## src/rtl/selfref_pkg.sv

```systemverilog
package selfref_pkg;

  typedef enum logic {
    RATE_1X = 1'b0,
    RATE_2X = 1'b1
  } rate_e;

  // Case temperature above which the doubled rate is mandatory.
  localparam int NORMAL_LIMIT_C = 85;

endpackage

```

## src/rtl/selfref_cfg_check.sv

```systemverilog
module selfref_cfg_check
  import selfref_pkg::*;
(
  input  logic  clk,
  input  logic  rst_n,
  input  logic  force_2x_en,
  input  logic  auto_en,
  input  logic  hot,
  output rate_e sel_rate,
  output logic  cfg_err
);

  logic both_set;
  logic err_d, err_q;

  assign both_set = force_2x_en & auto_en;

  // Rate choice: an illegal setting and the forced mode both pick 2X.
  always_comb begin
    if (both_set || force_2x_en) begin
      sel_rate = RATE_2X;
    end else if (auto_en && hot) begin
      sel_rate = RATE_2X;
    end else begin
      sel_rate = RATE_1X;
    end
  end

  always_comb begin
    err_d = both_set;
  end

  always_ff @(posedge clk or negedge rst_n) begin
    if (!rst_n) begin
      err_q <= 1'b0;
    end else begin
      err_q <= err_d;
    end
  end

  assign cfg_err = err_q;

endmodule

```

## src/rtl/selfref_auto_track.sv

```systemverilog
module selfref_auto_track #(
  parameter int TEMP_W      = 8,
  parameter int UP_THRESH_C = 85,
  parameter int HYST_C      = 3
) (
  input  logic              clk,
  input  logic              rst_n,
  input  logic [TEMP_W-1:0] case_temp,
  input  logic              auto_en,
  input  logic              sr_active,
  output logic              hot
);

  // The switch-up point is capped at the normal limit.
  localparam int UP_EFF  = (UP_THRESH_C < selfref_pkg::NORMAL_LIMIT_C) ?
                           UP_THRESH_C : selfref_pkg::NORMAL_LIMIT_C;
  localparam int DOWN_AT = (UP_EFF > HYST_C) ? (UP_EFF - HYST_C) : 0;
  localparam logic [TEMP_W-1:0] UP_T   = TEMP_W'(UP_EFF);
  localparam logic [TEMP_W-1:0] DOWN_T = TEMP_W'(DOWN_AT);

  logic hot_d, hot_q;
  logic upd_en;

  assign upd_en = auto_en & sr_active;

  always_comb begin
    hot_d = hot_q;
    if (!auto_en) begin
      hot_d = 1'b0;
    end else if (upd_en) begin
      if (case_temp >= UP_T) begin
        hot_d = 1'b1;
      end else if (case_temp <= DOWN_T) begin
        hot_d = 1'b0;
      end
    end
  end

  always_ff @(posedge clk or negedge rst_n) begin
    if (!rst_n) begin
      hot_q <= 1'b0;
    end else begin
      hot_q <= hot_d;
    end
  end

  assign hot = hot_q;

endmodule

```

## src/rtl/selfref_interval_ctr.sv

```systemverilog
module selfref_interval_ctr
  import selfref_pkg::*;
#(
  parameter int PERIOD_1X = 64
) (
  input  logic  clk,
  input  logic  rst_n,
  input  logic  run,
  input  rate_e sel_rate,
  output logic  pulse,
  output rate_e cur_rate
);

  localparam int PERIOD_2X = PERIOD_1X / 2;
  localparam int CNT_W     = $clog2(PERIOD_1X);
  localparam logic [CNT_W-1:0] LAST_1X = CNT_W'(PERIOD_1X - 1);
  localparam logic [CNT_W-1:0] LAST_2X = CNT_W'(PERIOD_2X - 1);

  logic [CNT_W-1:0] cnt_d, cnt_q;
  logic             pulse_d, pulse_q;
  rate_e            rate_d, rate_q;
  logic             at_end;

  assign at_end = (rate_q == RATE_2X) ? (cnt_q == LAST_2X) : (cnt_q == LAST_1X);

  always_comb begin
    cnt_d   = cnt_q;
    pulse_d = 1'b0;
    rate_d  = rate_q;
    if (!run) begin
      cnt_d  = '0;
      rate_d = sel_rate;
    end else if (at_end) begin
      cnt_d   = '0;
      pulse_d = 1'b1;
      rate_d  = sel_rate;
    end else begin
      cnt_d = cnt_q + 1'b1;
    end
  end

  always_ff @(posedge clk or negedge rst_n) begin
    if (!rst_n) begin
      cnt_q   <= '0;
      pulse_q <= 1'b0;
      rate_q  <= RATE_1X;
    end else begin
      cnt_q   <= cnt_d;
      pulse_q <= pulse_d;
      rate_q  <= rate_d;
    end
  end

  assign pulse    = pulse_q;
  assign cur_rate = rate_q;

endmodule

```

## src/rtl/selfref_rate_sel.sv

```systemverilog
module selfref_rate_sel
  import selfref_pkg::*;
#(
  parameter int PERIOD_1X   = 64,
  parameter int TEMP_W      = 8,
  parameter int UP_THRESH_C = 85,
  parameter int HYST_C      = 3
) (
  input  logic              clk,
  input  logic              rst_n,
  input  logic [TEMP_W-1:0] case_temp,
  input  logic              sr_active,
  input  logic              force_2x_en,
  input  logic              auto_en,
  output logic              refresh_req,
  output logic              rate_2x,
  output logic              cfg_err
);

  logic  rst_meta, rst_n_sync;
  logic  hot;
  rate_e sel_rate;
  rate_e cur_rate;

  // Reset asserts at once and is released two clock edges later.
  always_ff @(posedge clk or negedge rst_n) begin
    if (!rst_n) begin
      rst_meta   <= 1'b0;
      rst_n_sync <= 1'b0;
    end else begin
      rst_meta   <= 1'b1;
      rst_n_sync <= rst_meta;
    end
  end

  selfref_auto_track #(
    .TEMP_W      (TEMP_W),
    .UP_THRESH_C (UP_THRESH_C),
    .HYST_C      (HYST_C)
  ) u_track (
    .clk       (clk),
    .rst_n     (rst_n_sync),
    .case_temp (case_temp),
    .auto_en   (auto_en),
    .sr_active (sr_active),
    .hot       (hot)
  );

  selfref_cfg_check u_cfg (
    .clk         (clk),
    .rst_n       (rst_n_sync),
    .force_2x_en (force_2x_en),
    .auto_en     (auto_en),
    .hot         (hot),
    .sel_rate    (sel_rate),
    .cfg_err     (cfg_err)
  );

  selfref_interval_ctr #(
    .PERIOD_1X (PERIOD_1X)
  ) u_ctr (
    .clk      (clk),
    .rst_n    (rst_n_sync),
    .run      (sr_active),
    .sel_rate (sel_rate),
    .pulse    (refresh_req),
    .cur_rate (cur_rate)
  );

  assign rate_2x = (cur_rate == RATE_2X);

endmodule

```

## config.mk

```make
export PLATFORM = sky130hd
export DESIGN_NAME = selfref_rate_sel
export DESIGN_NICKNAME = d
export VERILOG_FILES = /design/src/rtl/selfref_pkg.sv /design/src/rtl/selfref_cfg_check.sv /design/src/rtl/selfref_auto_track.sv /design/src/rtl/selfref_interval_ctr.sv /design/src/rtl/selfref_rate_sel.sv
export SDC_FILE = /design/constraint.sdc
export NUM_CORES = 1
export LEC_CHECK = 0
export ABC_AREA = 1
export CAP_MARGIN = 20
export CORE_MARGIN = 4
export CORE_UTILIZATION = 40
export DETAILED_ROUTE_END_ITERATION = 7
export PLACE_DENSITY = 0.74
export SYNTH_ARGS = -nofsm -noshare
export SYNTH_HDL_FRONTEND = slang
export SYNTH_HIERARCHICAL = 1
export SYNTH_SLANG_ARGS = --single-unit
```

## constraint.sdc

```tcl
create_clock -name clk -period 0.8 [get_ports clk]
set_clock_uncertainty 0.15 [all_clocks]
set_input_delay 0.12 -clock clk [delete_from_list [all_inputs] [get_ports clk]]
set_output_delay 0.12 -clock clk [all_outputs]
set_load 0.05 [all_outputs]
```

-- Word-level counts from Yosys, hierarchy flattened
Index checks and enable logic that the tools add are counted.
- flip-flop bits (word level): 12
- output and inout port bits: 3
- word-level logic and storage cells: 33
- $add $sub $neg: 1
- equal/unequal tests: 5
- multiplexer cells: 13
- reduce and logical (&&, ||, !) cells: 3
- $lt $le $gt $ge: 2
- bitwise gates (word level): 2
- operators with widths (kind ; count):
    6-bit two-way mux ; 2
    1-bit two-way mux ; 11
    8-bit by 7-bit >= comparator with 1-bit output (second input constant) ; 1
    8-bit by 7-bit <= comparator with 1-bit output (second input constant) ; 1
    6-bit by 1-bit adder with 6-bit output (second input constant) ; 1
    6-bit by 5-bit == test with 1-bit output (second input constant) ; 1
    6-bit == test (second input constant) ; 1
    2-bit by 1-bit inequality test with 1-bit output (second input constant) ; 2
    3-bit by 1-bit inequality test with 1-bit output (second input constant) ; 1
    1-bit AND ; 2
    2-bit AND reduction ; 1
    1-bit logical AND ; 1
    1-bit logical OR ; 1

-- Depth between registers and ports, before layout
- depth in word-level cells: 5
- gate-level depth with buffers: 10
- gate-level depth less buffers: 10

-- By module
The synthesis kept the hierarchy.
- by module, submodules not included (module ; instances ; cells an instance ; area an instance (um^2) ; sequential area each (um^2)):
    selfref_interval_ctr ; 1 ; 40 ; 369.1 ; 200.2
    selfref_auto_track ; 1 ; 30 ; 147.6 ; 25.0
    selfref_rate_sel ; 1 ; 3 ; 53.8 ; 50.0
    selfref_cfg_check ; 1 ; 6 ; 43.8 ; 25.0

-- Worst setup path after synthesis
Ideal clock, no wire load.
- kind: register to register
- start point: register u_ctr.rate_q, in the netlist u_ctr/cur_rate
- end point: register u_ctr.rate_q, in the netlist u_ctr/cur_rate
- data arrival time: 1.080 ns
- data required time: 0.531 ns
- path buffers: 0
- stages on the path, launching flop included: 6
- clock period less this slack: 1.349 ns
- setup time: 0.119 ns
- slack: -0.549 ns
- cell sequence: dfrtp_1 > nor2_1 > nor2_1 > nand2_2 > nand3_1 > nand2_1
- word-level cells in the longest chain between the ends: 2
- RTL lines (what ; RTL line ; source):
    from (decl) ; selfref_interval_ctr.sv:21 ; rate_e rate_d, rate_q;
    from (signal assigned) ; selfref_interval_ctr.sv:50 ; rate_q <= rate_d;
    1-bit two-way mux ; selfref_interval_ctr.sv:24 ; assign at_end = (rate_q == RATE_2X) ? (cnt_q == LAST_2X) : (cnt_q == LAST_1X);
    2-bit by 1-bit inequality test with 1-bit output (no source line) ; - ;
Every way passes these cells.
A chain may end at the register's enable or synchronous reset.

-- Final worst setup path
- start point: register u_ctr.rate_q, in the netlist u_ctr/cur_rate
- end point: register u_ctr.cnt_q[1]
- word-level cells in the longest chain between the ends: 3
- RTL lines (what ; RTL line ; source):
    1-bit two-way mux ; selfref_interval_ctr.sv:24 ;
    6-bit two-way mux ; selfref_interval_ctr.sv:33 ; end else if (at_end) begin
    6-bit two-way mux ; selfref_interval_ctr.sv:30 ; if (!run) begin
    net u_ctr.cnt_d[1] ; selfref_interval_ctr.sv:19 ; logic [CNT_W-1:0] cnt_d, cnt_q;
    to (signal assigned) ; selfref_interval_ctr.sv:48 ; cnt_q <= cnt_d;
    to (decl) ; selfref_interval_ctr.sv:19 ;
The timed path passes the listed nets, and every way through them passes these cells.

==> reports/qor.csv <==
metric;value;unit
status;finished, violations left;
violated checks;negative hold slack, negative setup slack;
drt first-iter violations;9;
GP Congestion;0.769;
share of the synthesized area in the top cell type;48.9;%
P_leak;0.586;nW
PD cells;1300;mW/mm2
Clock Sink Count;12;
Finished Cell Area;0.00112;mm2
CTS clk-pin slew, worst paths;0.08;ns
via count;620;
core area;0.00137;mm2
FF-to-FF Start;u_ctr/cur_rate$_DFFE_PN0P_;
clock tree buffer depth;2;
Ant. Diodes;0;
setup TNS;-4.44;ns
maxcap violations;0;
Post-Synthesis Cells;79;
endpoint type of the worst setup path;register;
post-place instance area;917;um2
initial antenna violation count;0;
top post-synthesis cells by area;dfrtp_1 49%, nand2_1 11%, inv_1 7.9%;
final setup violation count;12;
min-delay worst type;primary input to asynchronous set/reset pin;
Final ANT Viol Nets;0;
final core utilization;81.7;%
crit path from;u_ctr/cur_rate$_DFFE_PN0P_;
multi-input logic area;368;um2
Worst EP required;0.82;ns
prevailing post-synth register cell;dfrtp_1;
DR DRC count;0;
Final Hold Violating Endpoints;2;
first-pass GRT wire length;2390;um
Reg2Reg Setup Slack;-0.45;ns
hpwl dp;1030;um
cts bufs inserted;3;
post-synth cell types;17;
Tcrit/Tclk final;157;%
std cell rows;13;
drt wl/cell;13.3;um
WP data arrival;1.27;ns
VDD IR-drop max;1.07;mV
Synth Cell Area;614;um2
drt total wl;1720;um
sequential fraction of the synthesis area;48.9;%
Final min period;1.25;ns
count leader, synth;nand2_1;
DIE WIDTH;47.2;um
final slew viol count;0;
CTS tree;done;
leading area contributor after synthesis;dfrtp_1;
root buf cell;clkbuf_4;
Area Overhead vs Synth;81.7;%
final worst slack;-0.453;ns
RSZ-0062 raised after global routing;yes;
# port buffers;15;
Mean Syn Cell Area;7.78;um2
Top Ports;16;
number of synthesized register bits;12;
Max FO, Critical Path;4;
Post-synth top cells;18 x nand2_1, 13 x inv_1, 12 x dfrtp_1, 11 x nor2_1, 7 x nand3_1;
YS warnings;6;
worst reg2reg path depth;7;
Die Ht;47.2;um
fmax;798;MHz
ys async rst share;100;%
die area;0.00223;mm2
DRT Pass-1 Iters;4;
NumNets Final;129;
layout cells sized above 1;51.8;%
CP Capture Point;u_ctr/cnt_q[1]$_DFF_PN0_;
Post-Syn Nets;93;
Post-synth EDFFs;0;
H-tree levels;1;
worst hold slack;-0.147;ns
R2R Path End;u_ctr/cnt_q[1]$_DFF_PN0_;
register area;304;um2
total grt overflow;0;
FILL cells;89;
Skew-Pair Late Insertion Delay;0.28;ns
Total Power;1.45;mW
vias per cell;4.81;
largest net degree at the start of global routing;11;
initial core utilization;45.0;%
crit start category;register;
Setup CP Type;register to register;
total track usage;15.8;%
vias in the first global route;587;
-- cell type report --
type                    instances  share of cell area [%]
well taps                      15                    1.68
flip-flops and latches         12                    27.2
repair buffers                 31                    30.7
inverters                      13                    5.04
clock buffers                   4                    2.35
multi-input cells              54                    33.0
-- metrics by stage --
stage,hold WS (ns),setup slack (ns),instances
2_1_floorplan,-0.326,-0.418,79
4_1_cts,-0.153,-0.436,128
6_report,-0.147,-0.453,129
3_5_place_dp,0.0409,-0.802,119
5_1_grt,-0.159,-0.517,129
3_3_place_gp,0.0224,-0.725,119
-- cells in the final DEF (no fill, tap or decap), types with 2 or more instances in the layout --
cell,synthesis,routed
inv_1,13,9
buf_6,0,6
nor2_2,2,5
buf_4,0,11
a21oi_2,0,3
nor2_4,0,2
clkbuf_4,0,3
clkdlybuf4s50_1,0,2
nand2_4,1,2
nor2_1,11,6
dfrtp_1,12,9
nand2_1,18,12
nand2_2,2,7
nand3_2,1,3
dlymetal6s2s_1,0,7
nand3_1,7,4
dfrtp_2,0,3
o21ai_1,1,2
inv_2,0,3
buf_12,0,4
-- routing by layer --
layer | global-route usage, % | vias up | share of wire, %
li1 | - | 308 | -
met1 | 17.7 | 290 | 42
met2 | 26.8 | 14 | 50
met3 | 4.98 | 8 | 4.1
met4 | 8.29 | 0 | 4.0
met5 | 0 | - | 0
-- where the power goes --
group	leakage [nW]	internal (mW)	switching [mW]	total, mW
clock network	0.0150	0.194	0.200	0.394
registers	0.152	0.639	0.0308	0.670
logic	0.419	0.213	0.178	0.391
total	0.586	1.05	0.409	1.45
-- worst min-delay path by stage --
stage,slack [ns],endpoint,cells after the start,from
after CTS,-0.15,rst_n_sync$_DFF_PN0_,1,rst_n
after detailed placement,0.04,u_ctr/cnt_q[0]$_DFF_PN0_,1,rst_n_sync$_DFF_PN0_
after floorplan,-0.33,rst_meta$_DFF_PN0_,0,rst_n
final,-0.15,rst_n_sync$_DFF_PN0_,1,rst_n
after global placement,0.02,u_ctr/cnt_q[1]$_DFF_PN0_,1,rst_n_sync$_DFF_PN0_
after global routing,-0.16,rst_meta$_DFF_PN0_,1,rst_n
-- registers in the layout, indices dropped and copies added (netlist names) --
register	cells
rst_n_sync	1
u_track/hot	1
u_ctr/pulse	1
u_ctr/cnt_q	6
rst_meta	1
u_ctr/cur_rate	1
u_cfg/cfg_err	1
-- worst max-delay path, stage by stage (launching register included) --
cell	delay, ns
dfrtp_2	0.43
buf_6	0.12
nand2_2	0.05
inv_1	0.04
nor2_2	0.12
nand2_4	0.09
nand2_4	0.10
nor2_1	0.05
-- cell families (layout without fill, tap and decap cells) --
logic type               after synthesis  in the layout  share of synthesized area (%)
adder cells (fa/ha/maj)                1              1                           2.04
AND/OR/NAND/NOR                       43             43                           32.0
other                                  1              1                          0.610
AO/OA/AOI/OAI                          7              7                           5.70
flip-flops                            12             12                           48.9
buffers and inverters                 13             48                           7.94
XOR/XNOR                               2              2                           2.85
-- what timing repair did --
item                                   CTS  global route
buffers inserted                         5             1
gates resized for setup                  4            48
pin swaps                                2            10
endpoints found under the hold margin    2             2
setup endpoints to repair               12            12
gates cloned                             0             0
(Power assumes the default switching activity.)
